==> src/rtl/dm1_pkg.sv <==
package dm1_pkg;
  // Number of prefix levels needed to span n bits
  function automatic int prefix_levels(input int n);
    int l;
    l = 0;
    while ((1 << l) < n) l++;
    return (l < 1) ? 1 : l;
  endfunction
endpackage

==> src/rtl/dm1_preproc.sv <==
module dm1_preproc #(
  parameter int N = 16
) (
  input  logic [N-1:0] a_i,
  input  logic [N-1:0] b_i,
  output logic [N-1:0] gen_o,
  output logic [N-1:0] prop_o,
  output logic [N-1:0] hsum_n_o
);
  for (genvar i = 0; i < N; i++) begin : g_bit
    assign gen_o[i]    = a_i[i] & b_i[i];
    assign prop_o[i]   = a_i[i] | b_i[i];
    assign hsum_n_o[i] = ~(a_i[i] ^ b_i[i]);
  end
endmodule

==> src/rtl/dm1_prefix_net.sv <==
module dm1_prefix_net
  import dm1_pkg::*;
#(
  parameter int N = 16
) (
  input  logic [N-1:0] gen_i,
  input  logic [N-1:0] prop_i,
  output logic [N-1:0] carry_o,
  output logic         cout_o
);
  localparam int LVL = prefix_levels(N);
  localparam bit END_INV = (LVL % 2) == 1;

  // level k holds group signals; odd levels are stored complemented
  logic [LVL:0][N-1:0] gl;
  logic [LVL:0][N-1:0] pl;

  assign gl[0] = gen_i;
  assign pl[0] = prop_i;

  for (genvar k = 0; k < LVL; k++) begin : g_lvl
    localparam int SPAN = 1 << k;
    localparam bit IN_COMPL = (k % 2) == 1;
    for (genvar i = 0; i < N; i++) begin : g_cell
      if (i >= SPAN) begin : g_merge
        if (!IN_COMPL) begin : g_aoi
          // true inputs, complemented outputs
          assign gl[k+1][i] = ~(gl[k][i] | (pl[k][i] & gl[k][i-SPAN]));
          assign pl[k+1][i] = ~(pl[k][i] & pl[k][i-SPAN]);
        end else begin : g_oai
          // complemented inputs, true outputs
          assign gl[k+1][i] = ~(gl[k][i] & (pl[k][i] | gl[k][i-SPAN]));
          assign pl[k+1][i] = ~(pl[k][i] | pl[k][i-SPAN]);
        end
      end else begin : g_pass
        // inverter keeps the whole level in one polarity
        assign gl[k+1][i] = ~gl[k][i];
        assign pl[k+1][i] = ~pl[k][i];
      end
    end
  end

  // re-read the last level in true polarity
  logic [N-1:0] grp_g;
  logic [N-1:0] grp_p;
  if (END_INV) begin : g_fix_inv
    assign grp_g = ~gl[LVL];
    assign grp_p = ~pl[LVL];
  end else begin : g_fix_true
    assign grp_g = gl[LVL];
    assign grp_p = pl[LVL];
  end

  // end-around level: inverted carry-out re-enters at bit 0
  logic cin_w;
  assign cout_o  = grp_g[N-1];
  assign cin_w   = ~grp_g[N-1];
  assign carry_o[0] = cin_w;
  for (genvar i = 1; i < N; i++) begin : g_eac
    assign carry_o[i] = grp_g[i-1] | (grp_p[i-1] & cin_w);
  end
endmodule

==> src/rtl/dm1_sum_stage.sv <==
module dm1_sum_stage #(
  parameter int N = 16
) (
  input  logic [N-1:0] hsum_n_i,
  input  logic [N-1:0] carry_i,
  output logic [N-1:0] sum_o,
  output logic         wrap_o
);
  // half-sum arrives complemented, so the merge is an XNOR
  for (genvar i = 0; i < N; i++) begin : g_bit
    assign sum_o[i] = ~(hsum_n_i[i] ^ carry_i[i]);
  end
  // every half-sum set: operands add to 2^N-1, true sum equals the modulus
  assign wrap_o = ~|hsum_n_i;
endmodule

==> src/rtl/dm1_mod_adder.sv <==
module dm1_mod_adder #(
  parameter int N       = 16,
  parameter bit OUT_REG = 1'b1
) (
  input  logic         clk,
  input  logic         rst_n,
  input  logic [N-1:0] opa_i,
  input  logic         opa_zero_i,
  input  logic [N-1:0] opb_i,
  input  logic         opb_zero_i,
  output logic [N-1:0] sum_o,
  output logic         sum_zero_o
);
  localparam int NW = N + 1;

  logic [N-1:0] gen_w, prop_w, hsn_w, carry_w, raw_w;
  logic         cout_w, wrap_w;

  dm1_preproc #(.N(N)) u_pre (
    .a_i(opa_i), .b_i(opb_i),
    .gen_o(gen_w), .prop_o(prop_w), .hsum_n_o(hsn_w)
  );

  dm1_prefix_net #(.N(N)) u_pfx (
    .gen_i(gen_w), .prop_i(prop_w),
    .carry_o(carry_w), .cout_o(cout_w)
  );

  dm1_sum_stage #(.N(N)) u_sum (
    .hsum_n_i(hsn_w), .carry_i(carry_w),
    .sum_o(raw_w), .wrap_o(wrap_w)
  );

  // zero-flag bypass and wrap handling
  logic [N-1:0] nxt_sum;
  logic         nxt_zero;
  always_comb begin
    nxt_sum  = raw_w;
    nxt_zero = 1'b0;
    unique case ({opa_zero_i, opb_zero_i})
      2'b11: begin nxt_sum = '0;    nxt_zero = 1'b1; end
      2'b10: begin nxt_sum = opb_i; nxt_zero = 1'b0; end
      2'b01: begin nxt_sum = opa_i; nxt_zero = 1'b0; end
      default: begin
        if (wrap_w) begin
          nxt_sum  = '0;
          nxt_zero = 1'b1;
        end
      end
    endcase
  end


  wrap_raw_chk: assert property (@(posedge clk) disable iff (!rst_n)
    wrap_w |-> (raw_w == '0));


  cout_adder_chk: assert property (@(posedge clk) disable iff (!rst_n)
    cout_w == ((NW'(opa_i) + NW'(opb_i)) >> N));


  zero_data_chk: assert property (@(posedge clk) disable iff (!rst_n)
    sum_zero_o |-> (sum_o == '0));

  if (OUT_REG) begin : g_reg
    logic [1:0]   rst_sync_q;
    logic         rst_q_n;
    logic [N-1:0] sum_q;
    logic         zero_q;

    always_ff @(posedge clk or negedge rst_n) begin
      if (!rst_n) rst_sync_q <= 2'b00;
      else        rst_sync_q <= {rst_sync_q[0], 1'b1};
    end
    assign rst_q_n = rst_sync_q[1];

    always_ff @(posedge clk or negedge rst_q_n) begin
      if (!rst_q_n) begin
        sum_q  <= '0;
        zero_q <= 1'b1;
      end else begin
        sum_q  <= nxt_sum;
        zero_q <= nxt_zero;
      end
    end
    assign sum_o      = sum_q;
    assign sum_zero_o = zero_q;


    both_zero_reg_chk: assert property (@(posedge clk) disable iff (!rst_n)
      (rst_q_n && opa_zero_i && opb_zero_i) |=> (sum_zero_o && sum_o == '0));

    a_bypass_reg_chk: assert property (@(posedge clk) disable iff (!rst_n)
      (rst_q_n && opa_zero_i && !opb_zero_i) |=> (!sum_zero_o && sum_o == $past(opb_i)));

    b_bypass_reg_chk: assert property (@(posedge clk) disable iff (!rst_n)
      (rst_q_n && opb_zero_i && !opa_zero_i) |=> (!sum_zero_o && sum_o == $past(opa_i)));
  end else begin : g_comb
    assign sum_o      = nxt_sum;
    assign sum_zero_o = nxt_zero;


    both_zero_cmb_chk: assert property (@(posedge clk) disable iff (!rst_n)
      (opa_zero_i && opb_zero_i) |-> (sum_zero_o && sum_o == '0));

    a_bypass_cmb_chk: assert property (@(posedge clk) disable iff (!rst_n)
      (opa_zero_i && !opb_zero_i) |-> (!sum_zero_o && sum_o == opb_i));

    b_bypass_cmb_chk: assert property (@(posedge clk) disable iff (!rst_n)
      (opb_zero_i && !opa_zero_i) |-> (!sum_zero_o && sum_o == opa_i));
  end
endmodule

==> config.mk <==
export PLATFORM = sky130hd
export DESIGN_NAME = dm1_mod_adder
export DESIGN_NICKNAME = d
export VERILOG_FILES = /design/src/rtl/dm1_pkg.sv /design/src/rtl/dm1_preproc.sv /design/src/rtl/dm1_prefix_net.sv /design/src/rtl/dm1_sum_stage.sv /design/src/rtl/dm1_mod_adder.sv
export SDC_FILE = /design/constraint.sdc
export NUM_CORES = 1
export LEC_CHECK = 0
export BUFFER_PORTS_ARGS = -buffer_cell sky130_fd_sc_hd__clkbuf_2
export CAP_MARGIN = 20
export CORE_ASPECT_RATIO = 0.5
export CORE_UTILIZATION = 35
export DETAILED_ROUTE_END_ITERATION = 8
export PLACE_DENSITY = 0.52
export SLEW_MARGIN = 20
export SYNTH_ARGS = -nofsm -noshare
export SYNTH_HDL_FRONTEND = slang
export SYNTH_SLANG_ARGS = --single-unit
==> constraint.sdc <==
create_clock -name clk -period 0.8 [get_ports clk]
set_input_delay 0.12 -clock clk [delete_from_list [all_inputs] [get_ports clk]]
set_output_delay 0.12 -clock clk [all_outputs]
set_load 0.02 [all_outputs]
Yosys cells after proc, flatten, opt, wreduce, memory -nomap -nowiden. Cells that the tools add are included.

Bits in registers: 19. Word-level logic and storage cells: 381.

Equality and inequality tests: 3. Multiplexer cells: 4. Bitwise gates (word level): 369. Reductions and logical operators: 2.

Operators by type and width (number): NOT 1 bit (129); AND 1 bit (107); bitwise OR 1 bit (101); one-hot mux 16 bit (3 select lines) (1); bitwise XOR 1 bit (32); 2-to-1 mux 16 bit (1); OR reduction 16 bit (1); equality test 2 bit, second input constant (2); equality test 2 x 1 -> 1 bit, second input constant (1); one-hot mux 1 bit (2 select lines) (1); OR reduction 2 bit (1); 2-to-1 mux 1 bit (1).

Depth between registers and ports, before layout.
Word-level depth: 18. Mapped depth: 12. Mapped depth without buffers: 12.

By module. From an unflattened synthesis, not the netlist that was laid out.

Cells, all modules: 287. Area total of the unflattened synthesis: 2386.0 µm².

By module, submodules not included: dm1_mod_adder (times used 1, cells an instance 84, area each 1002.2 µm²); dm1_preproc (times used 1, cells an instance 96, area each 640.6 µm²); dm1_prefix_net (times used 1, cells an instance 86, area each 569.3 µm²); dm1_sum_stage (times used 1, cells an instance 21, area each 173.9 µm²).

Least setup slack after synthesis. Ideal clock, no wire load.

Path kind: input -> register. From: input port opa_i[4]. To: register g_reg.sum_q[1] (netlist: sum_o[1]). Setup time: 126 ps. Arrival time: 2241 ps. Data required time: 674 ps. Slack: -1567 ps. Cell stages on the path: 11. Buffers on the path: 0. Cell sequence: ha_1 nor2b_1 a2111oi_2 a2111oi_2 o21ai_1 nand2_1 fa_1 xor2_1 nor2_1 a21oi_1 o21ai_0.

Longest elaborated chain between the ends: 17. Elaborated cells on any way between the ends: 26.

Ends and longest elaborated chain: start: declaration (RTL line dm1_mod_adder.sv:7) `input logic [N-1:0] opa_i,`; AND 1 bit (RTL line dm1_preproc.sv:11) `assign gen_o[i] = a_i[i] & b_i[i];`; AND 1 bit (RTL line dm1_prefix_net.sv:28) `assign gl[k+1][i] = ~(gl[k][i] | (pl[k][i] & gl[k][i-SPAN]));`; bitwise OR 1 bit (RTL line dm1_prefix_net.sv:28); NOT 1 bit (RTL line dm1_prefix_net.sv:28); bitwise OR 1 bit (RTL line dm1_prefix_net.sv:32) `assign gl[k+1][i] = ~(gl[k][i] & (pl[k][i] | gl[k][i-SPAN]));`; AND 1 bit (RTL line dm1_prefix_net.sv:32); NOT 1 bit (RTL line dm1_prefix_net.sv:32); bitwise OR 1 bit (RTL line dm1_prefix_net.sv:28); (+2 left out); AND 1 bit (RTL line dm1_prefix_net.sv:32); AND 1 bit (RTL line dm1_prefix_net.sv:60) `assign carry_o[i] = grp_g[i-1] | (grp_p[i-1] & cin_w);`; bitwise OR 1 bit (RTL line dm1_prefix_net.sv:60); bitwise XOR 1 bit (RTL line dm1_sum_stage.sv:11) `assign sum_o[i] = ~(hsum_n_i[i] ^ carry_i[i]);`; NOT 1 bit (RTL line dm1_sum_stage.sv:11); 2-to-1 mux 16 bit (*) (RTL line dm1_mod_adder.sv:45) `if (wrap_w) begin`; one-hot mux 16 bit (3 select lines) (*) (RTL line dm1_mod_adder.sv:40) `unique case ({opa_zero_i, opb_zero_i})`; named net nxt_sum[1] (RTL line dm1_mod_adder.sv:35) `logic [N-1:0] nxt_sum;`; end signal: assignment (RTL line dm1_mod_adder.sv:82) `sum_q <= nxt_sum;`; end: declaration (RTL line dm1_mod_adder.sv:68) `logic [N-1:0] sum_q;`.

Mark *: on every way through the listed nets, which the timed path passes. The rest lies on a longest branch.

Final worst setup path.
From: input port opa_i[3]. To: register g_reg.sum_q[0] (netlist: sum_o[0]).

Longest elaborated chain between the ends: 15. Elaborated cells on any way between the ends: 22.

Ends and longest elaborated chain: bitwise OR 1 bit (RTL line dm1_preproc.sv:12) `assign prop_o[i] = a_i[i] | b_i[i];`; AND 1 bit (on tied branches) (RTL line dm1_prefix_net.sv:28, dm1_prefix_net.sv:29); bitwise OR 1 bit / NOT 1 bit (equally long branches) (RTL line dm1_prefix_net.sv:28, dm1_prefix_net.sv:29); NOT 1 bit / bitwise OR 1 bit (equally long branches) (RTL line dm1_prefix_net.sv:28, dm1_prefix_net.sv:32); AND 1 bit (RTL line dm1_prefix_net.sv:32); NOT 1 bit (RTL line dm1_prefix_net.sv:32); AND 1 bit (RTL line dm1_prefix_net.sv:28); bitwise OR 1 bit (RTL line dm1_prefix_net.sv:28); NOT 1 bit (RTL line dm1_prefix_net.sv:28); bitwise OR 1 bit (RTL line dm1_prefix_net.sv:32); AND 1 bit (RTL line dm1_prefix_net.sv:32); bitwise XOR 1 bit (RTL line dm1_sum_stage.sv:11); NOT 1 bit (RTL line dm1_sum_stage.sv:11); 2-to-1 mux 16 bit (*) (RTL line dm1_mod_adder.sv:45); one-hot mux 16 bit (3 select lines) (*) (RTL line dm1_mod_adder.sv:40); named net nxt_sum[0] (RTL line dm1_mod_adder.sv:35).

Marks and branches as above.

==> flow_metrics.tcl <==
set metrics [dict create \
    startpoint "opa_i[3]" \
    synth_edf_count 0 \
    grt_pass1_wl_mm 12.3 \
    start_util 0.374 \
    critPathKind "in2reg" \
    dp_hpwl_mm 6.14 \
    netlist.area_leader.share 0.214 \
    synth_mux_area_frac 0 \
    h-tree-depth 1 \
    die_h_um 56.8 \
    synth-async-reset-ratio 1.00 \
    firstDrtPassIters 6 \
    ys_types 46 \
    final_core_util 0.766 \
    grt_use_total 0.255 \
    diodes 0 \
    hold-worst-slack_ps 75.4 \
    synth_top_family_by_area "compound AO/OA/AOI/OAI gates" \
    portBuffers 52 \
    r2r_cells 0 \
    ys_warn_count 0 \
    netlist_area_um2 2100 \
    synth_seq_area_share 0.227 \
    synth_compound_area_frac 0.252 \
    ios 53 \
    maxCapViolCount 0 \
    tns_ps -19130 \
    leakage_nw 1.92 \
    drv_slew 0 \
    cts_root_buf "clkbuf_16" \
    setup_violations 34 \
    hold_viol 0 \
    grt-ovfl-total 0 \
    hold_path.class "in2reg" \
    antenna_found_initial 0 \
    drc 6 \
    start_kind "primary input" \
    worst_slack_ps -1230 \
    cts_tree "built" \
    clkSlewWorstSetupHoldPaths_ps 70 \
    synth_common_cells "inv_1 (46), ha_1 (32), dfrtp_1 (18), nor2_1 (18), o21ai_0 (15)" \
    timing.rr.start "g_reg.rst_sync_q[0]" \
    clk_latency_ps 270 \
    finalCritPeriodShare 2.53 \
    cts_buffer_depth 2 \
    synthAdderAreaFrac 0.200 \
    skew_ps 3.06 \
    violations "DRC, setup timing" \
    rsz0062_at_grt "true" \
    die_area_um2 6350 \
    synth_cells 262 \
    powerDensity_nw_per_um2 1190 \
    die_w_um 112 \
    drive_above_1_share 0.633 \
    vias_per_cell 5.26 \
    drtIter0Drc 119 \
    cp-end-kind "register" \
    cts_buffers 3 \
    num_vias 2545 \
    area_growth_pct 105 \
    ant_nets 0 \
    fmax_mhz 493 \
    crit_end "sum_o[0]" \
    cp.required_ps 960 \
    row_count 19 \
    cp.arrival_ps 2180 \
    worstHoldStart "opa_i[0]" \
    place_congestion 0.907 \
    grt_pass1_vias 2469 \
    cts_sinks 19 \
    r2r_slack_ps 330 \
    grt_max_degree 12 \
    synth_simple_gate_area_frac 0.175 \
    core_um2 5630 \
    yosys-top-cells-area "dfrtp_1 (21%), ha_1 (19%), inv_1 (8.2%), a22oi_1 (5.0%), xor2_1 (4.2%)" \
    syn_area_per_cell_um2 8.03 \
    crit_path_max_fanout 3 \
    vdd_drop_max_mv 0.739 \
    synth_area_leader_cell "dfrtp_1" \
    synthFlopType "dfrtp_1" \
    outcome "finished, violations left" \
    wirelength_mm 8.23 \
    drt-wirelength-per-cell_um 17.0 \
    r2r-end "g_reg.rst_sync_q[1]" \
    syn_nets 331 \
    layout_min_cycle_time_ps 2030 \
    final_nets 481 \
    ys_ff_latch 19 \
    yosys.area_share.xor_xnor 0.0541 \
    synth.most_common_cell "inv_1" \
]
## layout by cell type (no fill, tap or decap), types with 5 or more instances in the layout
cell type / instances
a21oi_1: 9
a22oi_1: 14
buf_4: 93
buf_6: 28
buf_8: 5
clkbuf_2: 13
dfrtp_1: 18
ha_1: 6
ha_2: 5
ha_4: 21
inv_1: 14
inv_2: 20
inv_4: 6
nand2_1: 7
nand4_1: 7
nor2_1: 13
nor2b_1: 6
nor4_4: 5
o21ai_1: 14
xor2_1: 10
## how the worst min path moves through the flow
stage | slack [ps] | depth (start not counted) | end
floorplan | -180 | 0 | g_reg.rst_sync_q[0]
global placement | -100 | 1 | g_reg.rst_sync_q[1]
detailed placement | -90 | 1 | g_reg.rst_sync_q[1]
CTS | 100 | 3 | sum_o[0]
global route | 90 | 3 | sum_o[0]
finish | 80 | 3 | sum_o[0]
## registers in the layout, indices dropped and copies added, names as in the netlist
name and count:
sum_o 16, g_reg.rst_sync_q 2, sum_zero_o 1
## critical path: stages
cell and delay (ps):
buf_8 110, clkinv_4 40, ha_4 160, inv_4 40, a2111oi_4 440, a2111oi_4 170, o21ai_4 200, nand2_2 80
fa_2 560, nor2_1 50, a21oi_1 130, o21ai_1 80
## per-stage QoR
step           cell area, um2  instances  setup slack, ps  power (mW)
6_report                 4310        484            -1230        5.12
5_1_grt                  4310        484            -1300        5.35
4_1_cts                  3840        478            -1150        4.65
3_5_place_dp             3390        467            -1610        3.19
3_3_place_gp             3390        467            -1590        3.16
2_1_floorplan            2400        262            -1320        2.24
## metal layers
metal	vias up	track usage	routed length, um
li1	1237	-	-
met1	1226	0.351	3870
met2	74	0.408	3800
met3	8	0.0605	498
met4	0	0.0444	50
met5	-	0	0
## cell type report
type | count | area [um2]
repair buffers | 150 | 1310
flip-flops and latches | 19 | 477
fillers | 385 | 1320
inverters | 46 | 235
multi-input cells | 192 | 2130
clock inverters | 1 | 5.00
clock buffers | 3 | 75.1
well taps | 73 | 91.3
## kinds of logic (layout without fill, tap and decap cells)
family	Yosys count	after routing
and+or+nand+nor	68	68
xor gates and xnor gates	13	13
AOI/OAI and AO/OA	77	77
buffers and inverters	51	200
other	1	1
DFF	19	19
adders and majority gates	33	33
## where the power goes
group | leakage, nW | internal [mW] | switching, mW
clock | 0.0409 | 0.676 | 0.481
combinational | 1.65 | 1.48 | 1.36
sequential | 0.234 | 1.07 | 0.0524
## timing repair
action / 4_1_cts / 5_1_grt
endpoints found under the setup margin: 34 / 34
buffers inserted: 6 / 13
cloned: 0 / 0
hold buffers: 1 / 0
pin swaps: 24 / 49
resized for setup: 70 / 140
endpoints found under the hold margin: 2 / 0
No activity file was read; power rests on OpenSTA's default activity.
